### config.mk
export PLATFORM = sky130hd
export DESIGN_NAME = dram_wake_seq
export DESIGN_NICKNAME = d
export VERILOG_FILES = /design/src/rtl/dram_wake_pkg.sv /design/src/rtl/dws_idle_watch.sv /design/src/rtl/dws_wake_fsm.sv /design/src/rtl/dram_wake_seq.sv
export SDC_FILE = /design/constraint.sdc
export NUM_CORES = 1
export LEC_CHECK = 0
export BUFFER_PORTS_ARGS = -buffer_cell sky130_fd_sc_hd__buf_4
export CAP_MARGIN = 5
export CORE_ASPECT_RATIO = 0.6
export CORE_MARGIN = 2
export CORE_UTILIZATION = 63
export DETAILED_ROUTE_END_ITERATION = 8
export PLACE_DENSITY = 0.83
export RECOVER_POWER = 100
export SLEW_MARGIN = 20
export SYNTH_ARGS = -nofsm -noshare
export SYNTH_HDL_FRONTEND = slang
export SYNTH_SLANG_ARGS = --single-unit
### constraint.sdc
create_clock -name clk -period 6.55 [get_ports clk]
set_input_delay 1.31 -clock clk [delete_from_list [all_inputs] [get_ports clk]]
set_output_delay 1.31 -clock clk [all_outputs]
set_load 0.02 [all_outputs]
### src/rtl/dram_wake_pkg.sv
package dram_wake_pkg;
  typedef enum logic [2:0] {
    WS_PAUSE,
    WS_CSR,
    WS_RASLO,
    WS_RASHI,
    WS_READY,
    WS_DRAIN
  } wake_st_e;
endpackage

### src/rtl/dws_idle_watch.sv
module dws_idle_watch #(
  parameter int IDLE_CYC = 800000
) (
  input  logic clk,
  input  logic rst,
  input  logic arm_i,
  input  logic kick_i,
  output logic expire_o
);
  localparam int CW = $clog2(IDLE_CYC + 1);
  localparam logic [CW-1:0] LIMIT = CW'(IDLE_CYC);

  logic [CW-1:0] cnt_q;

  always_ff @(posedge clk) begin
    if (rst || !arm_i || kick_i) cnt_q <= '0;
    else if (cnt_q != LIMIT)     cnt_q <= cnt_q + 1'b1;
  end

  assign expire_o = arm_i && !kick_i && (cnt_q == LIMIT);
endmodule

### src/rtl/dws_wake_fsm.sv
module dws_wake_fsm
  import dram_wake_pkg::*;
#(
  parameter int PAUSE_CYC = 20000,
  parameter int T_RAS     = 6,
  parameter int T_RP      = 4,
  parameter int T_CSR     = 1,
  parameter int N_WAKE    = 8,
  parameter int ROW_W     = 12
) (
  input  logic             clk,
  input  logic             rst,
  input  logic             cbr_i,
  input  logic             busy_i,
  input  logic             expire_i,
  output logic             ras_n_o,
  output logic             cas_n_o,
  output logic [ROW_W-1:0] row_o,
  output logic             ready_o
);
  localparam int M1      = (PAUSE_CYC > T_RAS) ? PAUSE_CYC : T_RAS;
  localparam int M2      = (T_RP > T_CSR) ? T_RP : T_CSR;
  localparam int TMR_MAX = (M1 > M2) ? M1 : M2;
  localparam int TMR_W   = $clog2(TMR_MAX + 1);
  localparam int IDX_W   = (N_WAKE > 1) ? $clog2(N_WAKE) : 1;
  localparam logic [TMR_W-1:0] LD_PAUSE = TMR_W'(PAUSE_CYC - 1);
  localparam logic [TMR_W-1:0] LD_RAS   = TMR_W'(T_RAS - 1);
  localparam logic [TMR_W-1:0] LD_RP    = TMR_W'(T_RP - 1);
  localparam logic [TMR_W-1:0] LD_CSR   = TMR_W'(T_CSR - 1);
  localparam logic [IDX_W-1:0] LAST_IDX = IDX_W'(N_WAKE - 1);

  wake_st_e         st_q, st_d;
  logic [TMR_W-1:0] tmr_q, tmr_d;
  logic [IDX_W-1:0] idx_q, idx_d;
  logic             cbr_q, cbr_d;
  logic             tmr_done;

  assign tmr_done = (tmr_q == '0);

  always_comb begin
    st_d  = st_q;
    tmr_d = tmr_done ? tmr_q : tmr_q - 1'b1;
    idx_d = idx_q;
    cbr_d = cbr_q;
    unique case (st_q)
      WS_PAUSE, WS_READY, WS_DRAIN: begin
        if ((st_q == WS_PAUSE && tmr_done) ||
            (st_q == WS_READY && expire_i && !busy_i) ||
            (st_q == WS_DRAIN && !busy_i)) begin
          idx_d = '0;
          cbr_d = cbr_i;
          st_d  = cbr_i ? WS_CSR : WS_RASLO;
          tmr_d = cbr_i ? LD_CSR : LD_RAS;
        end else if (st_q == WS_READY && expire_i) begin
          st_d = WS_DRAIN;
        end
      end
      WS_CSR: if (tmr_done) begin
        st_d  = WS_RASLO;
        tmr_d = LD_RAS;
      end
      WS_RASLO: if (tmr_done) begin
        st_d  = WS_RASHI;
        tmr_d = LD_RP;
      end
      WS_RASHI: if (tmr_done) begin
        if (idx_q == LAST_IDX) begin
          st_d = WS_READY;
        end else begin
          idx_d = idx_q + 1'b1;
          st_d  = cbr_q ? WS_CSR : WS_RASLO;
          tmr_d = cbr_q ? LD_CSR : LD_RAS;
        end
      end
      default: st_d = WS_PAUSE;
    endcase
  end

  always_ff @(posedge clk) begin
    if (rst) begin
      st_q  <= WS_PAUSE;
      tmr_q <= LD_PAUSE;
      idx_q <= '0;
      cbr_q <= 1'b0;
    end else begin
      st_q  <= st_d;
      tmr_q <= tmr_d;
      idx_q <= idx_d;
      cbr_q <= cbr_d;
    end
  end

  assign ras_n_o = (st_q != WS_RASLO);
  assign cas_n_o = !((st_q == WS_CSR) || (st_q == WS_RASLO && cbr_q));
  assign row_o   = ((st_q == WS_RASLO || st_q == WS_RASHI) && !cbr_q)
                   ? ROW_W'(idx_q) : '0;
  assign ready_o = (st_q == WS_READY);
endmodule

### src/rtl/dram_wake_seq.sv
module dram_wake_seq #(
  parameter int CLK_MHZ  = 100,
  parameter int PAUSE_US = 200,
  parameter int IDLE_US  = 8000,
  parameter int T_RAS    = 6,
  parameter int T_RP     = 4,
  parameter int T_CSR    = 1,
  parameter int N_WAKE   = 8,
  parameter int ROW_W    = 12
) (
  input  logic             clk,
  input  logic             rst,
  input  logic             cbr_mode_i,
  input  logic             ras_fall_i,
  input  logic             busy_i,
  output logic             ras_n_o,
  output logic             cas_n_o,
  output logic             we_n_o,
  output logic [ROW_W-1:0] row_addr_o,
  output logic             ready_o,
  output logic             grant_o
);
  localparam int PAUSE_CYC = CLK_MHZ * PAUSE_US;
  localparam int IDLE_CYC  = CLK_MHZ * IDLE_US;

  logic rdy;
  logic expire;

  dws_wake_fsm #(
    .PAUSE_CYC(PAUSE_CYC), .T_RAS(T_RAS), .T_RP(T_RP), .T_CSR(T_CSR),
    .N_WAKE(N_WAKE), .ROW_W(ROW_W)
  ) fsm_i (
    .clk(clk), .rst(rst), .cbr_i(cbr_mode_i), .busy_i(busy_i),
    .expire_i(expire), .ras_n_o(ras_n_o), .cas_n_o(cas_n_o),
    .row_o(row_addr_o), .ready_o(rdy)
  );

  dws_idle_watch #(.IDLE_CYC(IDLE_CYC)) idle_i (
    .clk(clk), .rst(rst), .arm_i(rdy), .kick_i(ras_fall_i), .expire_o(expire)
  );

  assign we_n_o  = 1'b1;
  assign ready_o = rdy;
  assign grant_o = rdy;
endmodule

==> impl_metrics.py <==
metrics = {
    "pwr": {
        "powerDensity_mw_per_mm2": 180,
        "switchingPower_mw": 0.108,
        "p_seq_share_pct": 56.7,
        "power_frac_comb_pct": 4.3,
        "power.leakage_nw": 0.909,
        "max-vdd-ir-drop_mv": 0.135,
        "sw_frac_of_total_pct": 23.7,
        "clockPowerShare_pct": 39.1,
        "p_int_mw": 0.348,
    },
    "routing": {
        "wl_per_cell_um": 14.5,
        "final_antenna_net_count": 0,
        "drc": 0,
        "drt_first_pass_iters": 5,
        "viasPerCell": 5.91,
        "first_iter_violations": 330,
        "finalWirelength_mm": 5.15,
        "vias": 2103,
    },
    "placement": {
        "io_buffers": 11,
        "gp_congestion": 0.947,
        "dp_hpwl_mm": 3.90,
    },
    "die": {
        "rows": 17,
        "die_y_um": 51.9,
        "core_area_mm2": 0.00368,
        "pin_count": 22,
        "initial_core_util_pct": 65.6,
        "dieArea_mm2": 0.00436,
        "die_w_um": 83.9,
    },
    "synthesis": {
        "ys_top_cells_by_area": "dfxtp_1, xor2_1, nor2_1, nor3_1, nand2_1",
        "synth_top_family_by_area": "simple AND/OR/NAND/NOR gates",
        "synth-seq-cells": 42,
        "yosysWarnings": 0,
        "yosys.area_share.simple_pct": 33.1,
        "synth.avg_cell_area_um2": 7.94,
        "synth_top_area_share_pct": 34.8,
        "synth_fa_ha_area_share_pct": 3.63,
        "synth_cell_types": 46,
        "synth_edf_count": 0,
        "ys.flop_type": "dfxtp_1",
        "synth_compound_area_share_pct": 10.1,
        "synthCells": 304,
        "synthXorXnorAreaFrac_pct": 10.5,
        "syn_area_mm2": 0.00241,
        "async_flop_share_pct": 0,
        "synthMuxAreaShare_pct": 0.829,
        "yosys.area.top_type": "dfxtp_1",
        "yosysSeqAreaShare_pct": 34.8,
    },
    "clock_tree": {
        "clk_latency_ns": 0.29,
        "clkTransAtPathRegs_ns": 0.08,
        "cts_buffers": 5,
        "cts_setup_buffers": 0,
        "cts_resized": 0,
        "cts_hold_buf": 0,
        "clk_root_buffer_cell": "clkbuf_8",
        "cts_sinks": 42,
        "cts_tree": "built",
        "clock_path_buffers": 2,
        "cts_max_level": 2,
    },
    "sta": {
        "final_hold_viol_count": 0,
        "rsz0062_at_grt": "false",
        "slew_headroom_pct": 44.6,
        "setup_viol": 0,
        "timing.final.max_slew_violations": 0,
        "skew_ns": 0.00912,
        "min_period_over_period_pct": 49.9,
        "whs_ns": 0.515,
        "tightest_slew_ns": 0.823,
        "tns_ns": 0,
        "max_freq_mhz": 306,
        "min_period_ns": 3.27,
    },
    "setup_path": {
        "cp.arrival_ns": 3.44,
        "cp_data_required_time_ns": 6.72,
        "critPathSlowestCell": "nor3_1",
        "path_cells": "clkbuf_4, nor4b_1, nand2b_1, nor3_1, o32a_2, or2_0, nor2_1",
        "r2r_start": "fsm_i.st_q[2]",
        "slowest_delay_ns": 0.62,
        "end_kind": "flop",
        "crit_fanout": 7,
        "startpoint": "ras_fall_i",
        "worstRegToRegCells": 6,
        "critical_path_class": "input pin to flop",
        "critPathLaunchType": "input pin",
    },
    "global_route": {
        "grt.total_usage_pct": 24.6,
        "grt_pass1_vias": 1689,
        "overflow": 0,
        "antenna_found_initial": 0,
        "grt_max_degree": 21,
        "grt_pass1_wl_mm": 8.47,
    },
    "hold_path": {
        "worstHoldStart": "fsm_i.idx_q[2]",
        "hold_path_depth": 2,
        "hp-class": "flop to flop",
    },
    "finish": {
        "area_growth_syn_to_layout_pct": 5.18,
        "antenna_cells": 0,
        "drive_above_1_share_pct": 6.47,
        "nets": 320,
        "final_cell_mix": "nor2_1, dfxtp_1, nand2_1, nor3_1, xor2_1",
    },
    "run": {
        "max_cap_viol_count": 0,
    },
    "status": {
        "status": "finished clean",
    },
}
-- synth_stat cells (7+ instances only) --
cell type / n
ha_1: 7
nor2_1: 42
xor2_1: 20
nand2_1: 24
xnor2_1: 9
buf_4: 11
nor3_1: 22
clkbuf_1: 9
inv_1: 9
dfxtp_1: 42
a21oi_1: 9
nand3_1: 15
-- cell type report --
| cell class | count | area (um^2) |
|---|---|---|
| repair buffers | 11 | 67.6 |
| multi-input cells | 239 | 1440 |
| inverters | 9 | 33.8 |
| clock inverters | 2 | 12.5 |
| well taps | 47 | 58.8 |
| clock buffers | 6 | 82.6 |
| flip-flops and latches | 42 | 841 |
| fillers | 316 | 1140 |
-- cell families (layout without fill, tap and decap cells) --
| kind of cell | after synthesis | count (layout) |
|---|---|---|
| buf+inv | 31 | 28 |
| compound gates | 36 | 36 |
| xor+xnor | 29 | 29 |
| mux | 2 | 2 |
| flops | 42 | 42 |
| fa+ha+maj | 7 | 7 |
| simple gates | 155 | 155 |
| other cells | 2 | 10 |
-- metal layers --
metal | share of wire, % | wire length (um) | track usage (%) | vias up
met4 | 0.60 | 31 | 4.03 | 0
met5 | 0 | 0 | 0 | -
met1 | 53 | 2720 | 41.1 | 937
li1 | - | - | - | 1045
met2 | 35 | 1810 | 29.6 | 116
met3 | 11 | 582 | 7.14 | 5
-- sequential cells by signal (all words and copies together) (netlist names) --
register and cells:
fsm_i.cbr_q 1, fsm_i.idx_q 3, fsm_i.st_q 3, fsm_i.tmr_q 15, idle_i.cnt_q 20
-- metrics by stage --
stage                     setup WS, ns  util (%)  power (mW)  instances  cell area, um^2
after floorplan                   3.59         -       0.283        312             2440
after global placement            3.19      66.8       0.283        348             2460
after detailed placement          3.17      66.8       0.284        348             2460
after CTS                         3.47      69.4       0.456        356             2550
after global routing              2.95      69.0       0.469        356             2540
final                             3.28      69.0       0.456        356             2540
-- power groups by stage --
stage	logic [mW]	registers (mW)	clock network, mW
finish	0.0194	0.258	0.178
global route	0.0212	0.259	0.189
CTS	0.0192	0.258	0.179
detailed placement	0.0193	0.264	0
global placement	0.0188	0.264	0
floorplan	0.0193	0.264	0
-- worst max-delay path, delay by kind of cell --
kind | cells | cell delay [ns]
simple gates | 5 | 1.72
buf+inv | 1 | 0.11
compound gates | 1 | 0.31
-- final timing paths --
path / endpoint / slack, ns
setup / recovery: fsm_i.tmr_q[8] / 3.28
hold / removal: fsm_i.idx_q[2] / 0.51
setup reg to reg: fsm_i.tmr_q[8] / 3.69
hold reg to reg: fsm_i.idx_q[2] / 0.51
(Power assumes the default switching activity.)
